$ cat src/rtl/irq_router_pkg.sv
package irq_router_pkg;
  localparam int unsigned ENT_W     = 64;
  localparam int unsigned VEC_LSB   = 0;
  localparam int unsigned DLV_LSB   = 8;
  localparam int unsigned DSTM_BIT  = 11;
  localparam int unsigned TRIG_BIT  = 15;
  localparam int unsigned MASK_BIT  = 16;
  localparam int unsigned DEST_LSB  = 56;

  localparam logic [7:0]  OFS_SEL   = 8'h00;
  localparam logic [7:0]  OFS_WIN   = 8'h10;
  localparam logic [7:0]  IDX_ID    = 8'h00;
  localparam logic [7:0]  IDX_VER   = 8'h01;
  localparam logic [7:0]  IDX_ARB   = 8'h02;
  localparam logic [7:0]  IDX_TBL   = 8'h10;
  localparam logic [7:0]  VER_CODE  = 8'h11;
  localparam logic [31:0] ID_KEEP   = 32'h0F00_0000;
  localparam logic [63:0] ENT_RESET = 64'h0001_0000_0001_0000;

  function automatic logic ent_deliverable(input logic [ENT_W-1:0] e);
    return !e[MASK_BIT] && !e[DSTM_BIT] && (e[DLV_LSB +: 3] == 3'b000);
  endfunction

  function automatic logic ent_defers(input logic [ENT_W-1:0] e);
    return e[MASK_BIT] && e[TRIG_BIT];
  endfunction
endpackage

$ cat src/rtl/irq_regs.sv
module irq_regs
  import irq_router_pkg::*;
#(
  parameter int unsigned NPIN = 16
) (
  input  logic                       clk,
  input  logic                       rst_n,
  input  logic                       bus_valid,
  input  logic                       bus_write,
  input  logic                       bus_word,
  input  logic [7:0]                 bus_addr,
  input  logic [31:0]                bus_wdata,
  output logic [31:0]                bus_rdata,
  output logic [NPIN-1:0][ENT_W-1:0] ent_q,
  output logic [NPIN-1:0]            wr_pin_hit,
  output logic [ENT_W-1:0]           wr_entry
);
  localparam int unsigned PIN_W = (NPIN > 1) ? $clog2(NPIN) : 1;
  localparam logic [7:0]  TBL_END = IDX_TBL + 8'(2 * NPIN);
  localparam logic [31:0] VER_VAL = {8'd0, 8'(NPIN), 8'd0, VER_CODE};

  logic [31:0] sel_q, sel_d;
  logic [31:0] id_q, id_d;
  logic [NPIN-1:0][ENT_W-1:0] ent_d;

  logic            acc_ok, sel_hit, win_hit, tbl_hit;
  logic [7:0]      idx, tbl_off;
  logic [PIN_W-1:0] tbl_pin;
  logic            tbl_half;
  logic [ENT_W-1:0] cur_ent;

  assign acc_ok   = bus_valid && bus_word;
  assign sel_hit  = acc_ok && (bus_addr == OFS_SEL);
  assign win_hit  = acc_ok && (bus_addr == OFS_WIN);
  assign idx      = sel_q[7:0];
  assign tbl_hit  = (idx >= IDX_TBL) && (idx < TBL_END);
  assign tbl_off  = idx - IDX_TBL;
  assign tbl_pin  = tbl_off[PIN_W:1];
  assign tbl_half = tbl_off[0];

  always_comb begin
    cur_ent = '0;
    for (int p = 0; p < NPIN; p++) begin
      if (tbl_pin == PIN_W'(p)) cur_ent = ent_q[p];
    end
  end

  always_comb begin
    wr_entry = cur_ent;
    if (tbl_half) wr_entry[63:32] = bus_wdata;
    else          wr_entry[31:0]  = bus_wdata;
  end

  always_comb begin
    sel_d = sel_q;
    id_d  = id_q;
    ent_d = ent_q;
    wr_pin_hit = '0;
    if (sel_hit && bus_write) sel_d = bus_wdata;
    if (win_hit && bus_write) begin
      if (idx == IDX_ID) id_d = bus_wdata & ID_KEEP;
      if (tbl_hit) begin
        for (int p = 0; p < NPIN; p++) begin
          if (tbl_pin == PIN_W'(p)) begin
            ent_d[p]      = wr_entry;
            wr_pin_hit[p] = 1'b1;
          end
        end
      end
    end
  end

  always_comb begin
    bus_rdata = '0;
    if (sel_hit && !bus_write) begin
      bus_rdata = sel_q;
    end else if (win_hit && !bus_write) begin
      if (idx == IDX_ID || idx == IDX_ARB) bus_rdata = id_q;
      else if (idx == IDX_VER)            bus_rdata = VER_VAL;
      else if (tbl_hit)                   bus_rdata = tbl_half ? cur_ent[63:32] : cur_ent[31:0];
    end
  end

  always_ff @(posedge clk or negedge rst_n) begin
    if (!rst_n) begin
      sel_q <= '0;
      id_q  <= '0;
      for (int p = 0; p < NPIN; p++) ent_q[p] <= ENT_RESET;
    end else begin
      sel_q <= sel_d;
      id_q  <= id_d;
      ent_q <= ent_d;
    end
  end

  // a rejected access never moves the select or ID registers
  a_r1_bad_access_ignored: assert property (@(posedge clk) disable iff (!rst_n)
    (bus_valid && bus_write && !(bus_word && (bus_addr == OFS_SEL || bus_addr == OFS_WIN)))
    |=> ($stable(sel_q) && $stable(id_q)));
  // the arbitration index echoes the ID register
  a_r3_arb_echo: assert property (@(posedge clk) disable iff (!rst_n)
    (bus_valid && !bus_write && bus_word && bus_addr == OFS_WIN && sel_q[7:0] == IDX_ARB)
    |-> (bus_rdata == id_q));
  // ID never holds bits outside the kept field
  a_r4_id_field: assert property (@(posedge clk) disable iff (!rst_n)
    (id_q & ~ID_KEEP) == 32'd0);
  // at most one entry is written per access
  a_r6_one_entry: assert property (@(posedge clk) disable iff (!rst_n)
    $onehot0(wr_pin_hit));
endmodule

$ cat src/rtl/irq_pin_ctl.sv
module irq_pin_ctl
  import irq_router_pkg::*;
#(
  parameter int unsigned NPIN = 16
) (
  input  logic                       clk,
  input  logic                       rst_n,
  input  logic [NPIN-1:0]            irq_in,
  input  logic [NPIN-1:0][ENT_W-1:0] ent_q,
  input  logic [NPIN-1:0]            wr_pin_hit,
  input  logic [ENT_W-1:0]           wr_entry,
  output logic [NPIN-1:0]            fire_set
);
  logic [NPIN-1:0] pin_q, pend_q, pend_d;

  for (genvar p = 0; p < NPIN; p++) begin : g_pin
    logic rise, replay;
    assign rise   = irq_in[p] && !pin_q[p];
    assign replay = wr_pin_hit[p] && pend_q[p] && !wr_entry[MASK_BIT];

    always_comb begin
      fire_set[p] = (rise && ent_deliverable(ent_q[p])) ||
                    (replay && pin_q[p] && ent_deliverable(wr_entry));
      pend_d[p] = pend_q[p];
      if (replay) pend_d[p] = 1'b0;
      if (rise && ent_defers(ent_q[p])) pend_d[p] = 1'b1;
    end

    // a pending flag appears only on a rise of its own line
    a_r10_pend_source: assert property (@(posedge clk) disable iff (!rst_n)
      (!pend_q[p] && !(irq_in[p] && !pin_q[p])) |=> !pend_q[p]);
    // unmasking a pending entry clears its flag
    a_r11_pend_clear: assert property (@(posedge clk) disable iff (!rst_n)
      (wr_pin_hit[p] && pend_q[p] && !wr_entry[MASK_BIT] && !irq_in[p]) |=> !pend_q[p]);
  end

  always_ff @(posedge clk or negedge rst_n) begin
    if (!rst_n) begin
      pin_q  <= '0;
      pend_q <= '0;
    end else begin
      pin_q  <= irq_in;
      pend_q <= pend_d;
    end
  end
endmodule

$ cat src/rtl/irq_dispatch.sv
module irq_dispatch
  import irq_router_pkg::*;
#(
  parameter int unsigned NPIN = 16,
  parameter int unsigned NCPU = 8
) (
  input  logic                       clk,
  input  logic                       rst_n,
  input  logic [NPIN-1:0]            fire_set,
  input  logic [NPIN-1:0][ENT_W-1:0] ent_q,
  input  logic [NCPU-1:0]            cpu_active,
  input  logic                       req_ready,
  output logic                       req_valid,
  output logic [7:0]                 req_vector,
  output logic [NCPU-1:0]            req_cpus
);
  logic [NPIN-1:0]  fire_q, fire_d, pick, taken;
  logic             slot_free, load;
  logic [ENT_W-1:0] pick_ent;
  logic [7:0]       dest;
  logic [NCPU-1:0]  cpus_d;
  logic             valid_d;
  logic [7:0]       vec_d;
  logic [NCPU-1:0]  cpus_n;

  assign slot_free = !req_valid || req_ready;
  assign load      = slot_free && (fire_q != '0);
  assign pick      = fire_q & (~fire_q + 1'b1);
  assign taken     = load ? pick : '0;
  assign fire_d    = (fire_q & ~taken) | fire_set;

  always_comb begin
    pick_ent = '0;
    for (int p = 0; p < NPIN; p++) begin
      if (pick[p]) pick_ent = pick_ent | ent_q[p];
    end
  end

  assign dest = pick_ent[DEST_LSB +: 8];

  always_comb begin
    if (dest == 8'hFF)             cpus_d = cpu_active;
    else if (32'(dest) < NCPU)     cpus_d = NCPU'(1) << dest;
    else                           cpus_d = '0;
  end

  always_comb begin
    valid_d = req_valid;
    vec_d   = req_vector;
    cpus_n  = req_cpus;
    if (load) begin
      valid_d = 1'b1;
      vec_d   = pick_ent[VEC_LSB +: 8];
      cpus_n  = cpus_d;
    end else if (req_ready) begin
      valid_d = 1'b0;
    end
  end

  always_ff @(posedge clk or negedge rst_n) begin
    if (!rst_n) begin
      fire_q     <= '0;
      req_valid  <= 1'b0;
      req_vector <= '0;
      req_cpus   <= '0;
    end else begin
      fire_q    <= fire_d;
      req_valid <= valid_d;
      if (load) begin
        req_vector <= vec_d;
        req_cpus   <= cpus_n;
      end
    end
  end

  // a stalled request stays put
  a_r12_hold: assert property (@(posedge clk) disable iff (!rst_n)
    (req_valid && !req_ready) |=> (req_valid && $stable(req_vector) && $stable(req_cpus)));
  // one pin served per load
  a_r12_single_pick: assert property (@(posedge clk) disable iff (!rst_n)
    $onehot0(taken));
  // a new request needs an earlier queued source
  a_r7_req_has_source: assert property (@(posedge clk) disable iff (!rst_n)
    (!req_valid && (fire_q == '0)) |=> !req_valid);
endmodule

$ cat src/rtl/irq_router.sv
module irq_router
  import irq_router_pkg::*;
#(
  parameter int unsigned NPIN = 16,
  parameter int unsigned NCPU = 8
) (
  input  logic            clk,
  input  logic            rst_n,
  input  logic            bus_valid,
  input  logic            bus_write,
  input  logic            bus_word,
  input  logic [7:0]      bus_addr,
  input  logic [31:0]     bus_wdata,
  output logic [31:0]     bus_rdata,
  input  logic [NPIN-1:0] irq_in,
  input  logic [NCPU-1:0] cpu_active,
  output logic            req_valid,
  input  logic            req_ready,
  output logic [7:0]      req_vector,
  output logic [NCPU-1:0] req_cpus
);
  logic [NPIN-1:0][ENT_W-1:0] ent_q;
  logic [NPIN-1:0]            wr_pin_hit;
  logic [ENT_W-1:0]           wr_entry;
  logic [NPIN-1:0]            fire_set;

  irq_regs #(.NPIN(NPIN)) u_regs (
    .clk(clk), .rst_n(rst_n),
    .bus_valid(bus_valid), .bus_write(bus_write), .bus_word(bus_word),
    .bus_addr(bus_addr), .bus_wdata(bus_wdata), .bus_rdata(bus_rdata),
    .ent_q(ent_q), .wr_pin_hit(wr_pin_hit), .wr_entry(wr_entry)
  );

  irq_pin_ctl #(.NPIN(NPIN)) u_pins (
    .clk(clk), .rst_n(rst_n), .irq_in(irq_in), .ent_q(ent_q),
    .wr_pin_hit(wr_pin_hit), .wr_entry(wr_entry), .fire_set(fire_set)
  );

  irq_dispatch #(.NPIN(NPIN), .NCPU(NCPU)) u_disp (
    .clk(clk), .rst_n(rst_n), .fire_set(fire_set), .ent_q(ent_q),
    .cpu_active(cpu_active), .req_ready(req_ready), .req_valid(req_valid),
    .req_vector(req_vector), .req_cpus(req_cpus)
  );
endmodule

$ cat config.mk
export PLATFORM = sky130hd
export DESIGN_NAME = irq_router
export DESIGN_NICKNAME = d
export VERILOG_FILES = /design/src/rtl/irq_router_pkg.sv /design/src/rtl/irq_regs.sv /design/src/rtl/irq_pin_ctl.sv /design/src/rtl/irq_dispatch.sv /design/src/rtl/irq_router.sv
export SDC_FILE = /design/constraint.sdc
export NUM_CORES = 2
export LEC_CHECK = 0
export BUFFER_PORTS_ARGS = -buffer_cell sky130_fd_sc_hd__buf_2
export CORE_MARGIN = 3
export CORE_UTILIZATION = 45
export CTS_CLUSTER_DIAMETER = 50
export DETAILED_ROUTE_END_ITERATION = 10
export SYNTH_ARGS = -nofsm -noshare
export SYNTH_HDL_FRONTEND = slang
export SYNTH_SLANG_ARGS = --single-unit
$ cat constraint.sdc
create_clock -name clk -period 5.26 [get_ports clk]
set_input_delay 0.263 -clock clk [delete_from_list [all_inputs] [get_ports clk]]
set_output_delay 0.263 -clock clk [all_outputs]
set_load 0.05 [all_outputs]
==> results_dict.tcl <==
set metrics [dict create \
    postLayoutSetupSlackWorst_ps -37.1 \
    synth-warning-count 0 \
    max-vdd-ir-drop_mv 0.360 \
    placedCellCount 6888 \
    layoutNonFillerInstCount 7197 \
    worstMarginPinSlew_ps 1300 \
    synthesis.instances 5467 \
    grt_usage_pct 37.8 \
    synthesis.area_um2 53700 \
    synth_edf_count 0 \
    dpl_worst_slack_ps -175 \
    fp.dieArea_um2 123000 \
    cts_sinks 1125 \
    floorplan.core_area_um2 118000 \
    pwr-share-clk_pct 48.7 \
    crit_type "reg2out" \
    timing.critical_path.from_type "flop" \
    internal-power_mw 14.2 \
    power.total_mw 18.7 \
    area_growth_syn_to_layout_pct 14.4 \
    finalCritPeriodShare_pct 101 \
    cp_cell_sequence "buf_4 > nand2_1 > nor2_4 > buf_4 > a22oi_1 > buf_4 > nor2_1 > a21oi_1 > o21ai_0 > buf_2" \
    cts-root-to-sink-buffers 3 \
    grt_remaining_overflow 0 \
    drive_above_1_share_pct 18.9 \
    grt_max_degree 179 \
    detailed_place_hpwl_um 150000 \
    postSynthRegisterBits 1125 \
    cp_num_buf_inv 4 \
    std_cell_rows 126 \
    holdCritPathClass "in2reg" \
    final_net_count 5617 \
    cp_max_fo 25 \
    clock_insertion_delay_worst_skew_ps 780 \
    floorplan.die.width_um 351 \
    number_of_drc_violations_after_detailed_routing_iteration_0 7377 \
    maxCapViolations 0 \
    worstPathRequired_ps 5000 \
    rsz0062_at_grt "false" \
    vias_per_cell 6.66 \
    cp_slowest_cell "sky130_fd_sc_hd__dfrtp_4" \
    synth_top_flop_cell "sky130_fd_sc_hd__dfrtp_1" \
    antenna_found_initial 20 \
    hold_ws_ps 109 \
    root_buffer_selected_by_cts "sky130_fd_sc_hd__clkbuf_16" \
    power.net_switching_mw 4.48 \
    power_switching_share_pct 24.0 \
    highest_count_cells_in_the_layout_ignoring_fill_and_taps "1,088 x sky130_fd_sc_hd__dfrtp_1, 1,053 x sky130_fd_sc_hd__nand2_1, 751 x sky130_fd_sc_hd__o21ai_0" \
    wl_per_cell_um 32.8 \
    leakage_nw 27.2 \
    totalWireLength_um 236000 \
    initial_core_util_pct 45.4 \
    placedInstanceArea_um2 56500 \
    first_pass_iters 10 \
    portBuffers 118 \
    critical_path_arrival_ps 5030 \
    grt_pass1_vias 44900 \
    synth_nets 5537 \
    synth_cell_type_count 97 \
    grt_first_pass_wirelength_um 334000 \
    gpl.final_weighted_congestion 1.01 \
    timing_max_transition_violations_final 0 \
    worst_clock_skew_ps 44.0 \
    sequential_to_total_area_share_from_yosys_stat_pct 52.5 \
    clock_pin_slew_reported_for_the_worst_setup_and_hold_paths_after_clock_tree_synthesis_ps 60 \
    worst_slew_margin_rel_pct 13.5 \
    io-pin-count 119 \
    die_height_um 351 \
    dr_total_vias 48000 \
    final_area_um2 61400 \
    ctsHtreeMaxLevel 4 \
    finalWorstPathRequiredPeriod_ps 5300 \
    cellPowerDensity_nw_per_um2 304 \
    timing.fmax_mhz 189 \
    timing.critical_path.to_type "output pin" \
    power_frac_seq_pct 46.7 \
    violations "setup timing" \
    cp_top_family "simple AND/OR/NAND/NOR gates" \
    result_of_the_run "finished with violations" \
    mostFrequentLayoutCell "sky130_fd_sc_hd__dfrtp_1" \
    maximum_single_stage_delay_on_the_critical_path_ps 730 \
    share_of_synthesized_flip_flops_with_an_asynchronous_set_or_reset_pct 100 \
    comb_power_share_pct 4.6 \
    drcViolationCount 0 \
    fillerInstances 10800 \
    cts_tree "built" \
    timing.final.setup_violations 2 \
    final-hold-violation-count 0 \
    postRouteAntennaNets 0 \
    cts_buffers 134 \
    most_used_cell_along_the_critical_path "sky130_fd_sc_hd__buf_4" \
    synth.avg_cell_area_um2 9.82 \
]
-- flip-flops by register name (all words and copies together), names as in the netlist --
name / count
u_disp.req_cpus: 8
u_pins.pin_q: 16
u_regs.ent_q: 1024
u_disp.req_vector: 8
u_disp.fire_q: 16
u_regs.id_q: 4
u_regs.sel_q: 32
u_disp.req_valid: 1
u_pins.pend_q: 16
-- worst paths after layout --
path / to / depth (start not counted) / slack [ps] / start
setup / recovery: bus_rdata[14] / 10 / -40 / u_regs.sel_q[2]
hold / removal: u_regs.sel_q[15] / 2 / 110 / bus_wdata[15]
setup reg to reg: u_regs.ent_q[252] / 7 / 1070 / u_regs.sel_q[3]
hold reg to reg: u_regs.ent_q[753] / 2 / 470 / u_regs.ent_q[753]
max in group asynchronous: u_regs.ent_q[554] / 3 / 3520 / rst_n
min in group asynchronous: u_disp.fire_q[4] / 2 / 140 / rst_n
-- per-layer routing --
layer | share of wire, % | global-route usage, % | vias to the layer above
met5 | 0.070 | 0 | -
met4 | 7.9 | 25.0 | 26
met3 | 14 | 13.7 | 990
met2 | 41 | 52.4 | 3497
met1 | 38 | 49.7 | 23700
li1 | - | - | 19700
-- area by class of cell --
| class | count | area, um^2 | share of cell area, % |
|---|---|---|---|
| timing repair buffer | 428 | 3440 | 5.60 |
| tap | 1536 | 1920 | 3.13 |
| multi-input combinational | 3832 | 23500 | 38.2 |
| clock inverter | 32 | 303 | 0.493 |
| antenna | 15 | 37.5 | 0.0611 |
| inverter | 26 | 97.6 | 0.159 |
| sequential | 1125 | 28200 | 45.9 |
| clock buffer | 203 | 3930 | 6.39 |
-- logic make-up after synthesis --
| family | after synthesis | share of synthesized area (%) |
|---|---|---|
| compound gates | 1737 | 19.8 |
| buf+inv | 510 | 4.46 |
| simple gates | 1639 | 12.9 |
| mux | 455 | 10.3 |
| xor+xnor | 1 | 0.0163 |
| flops | 1125 | 52.5 |
-- cells in the mapped netlist, drive strengths merged (23+ instances only) --
| library cell | number | area, um^2 |
|---|---|---|
| inv | 25 | 93.8 |
| a22oi | 100 | 751 |
| dfstp | 32 | 841 |
| buf | 196 | 1210 |
| a22o | 31 | 272 |
| clkbuf | 288 | 1080 |
| a32o | 23 | 230 |
| a31oi | 46 | 300 |
| nor2 | 288 | 1100 |
| mux2 | 323 | 3640 |
| nor2b | 49 | 307 |
| nand3 | 59 | 300 |
| nand2 | 1066 | 4000 |
| a21oi | 347 | 1750 |
| a221o | 33 | 330 |
| mux2i | 88 | 888 |
| o21ai | 773 | 3880 |
| mux4 | 44 | 991 |
| nor3 | 52 | 292 |
| dfrtp | 1093 | 27400 |
| a222oi | 26 | 260 |
| o22ai | 83 | 519 |
| o221ai | 30 | 263 |
| a221oi | 50 | 438 |
| o21a | 28 | 210 |
-- stage by stage --
stage	setup TNS, ps	utilization, %
final	-59.0	52.0
after global routing	0	51.9
after CTS	0	51.9
after detailed placement	-175	47.8
after global placement	-268	47.8
after floorplan	0	-
-- what timing repair did --
item | CTS | global route
setup endpoints to repair | 2 | 4
hold buffers | 56 | 0
setup buffers | 2 | 1
resized for setup | 3 | 4
hold endpoints to repair | 161 | 0
-- power groups by stage --
stage	Combinational, mW	Sequential, mW	Clock (mW)
floorplan	0.285	8.87	0
global placement	0.789	8.88	0
detailed placement	0.791	8.88	0
CTS	0.831	8.72	9.16
global route	0.899	8.72	9.49
finish	0.865	8.72	9.09
(Power assumes the default switching activity.)
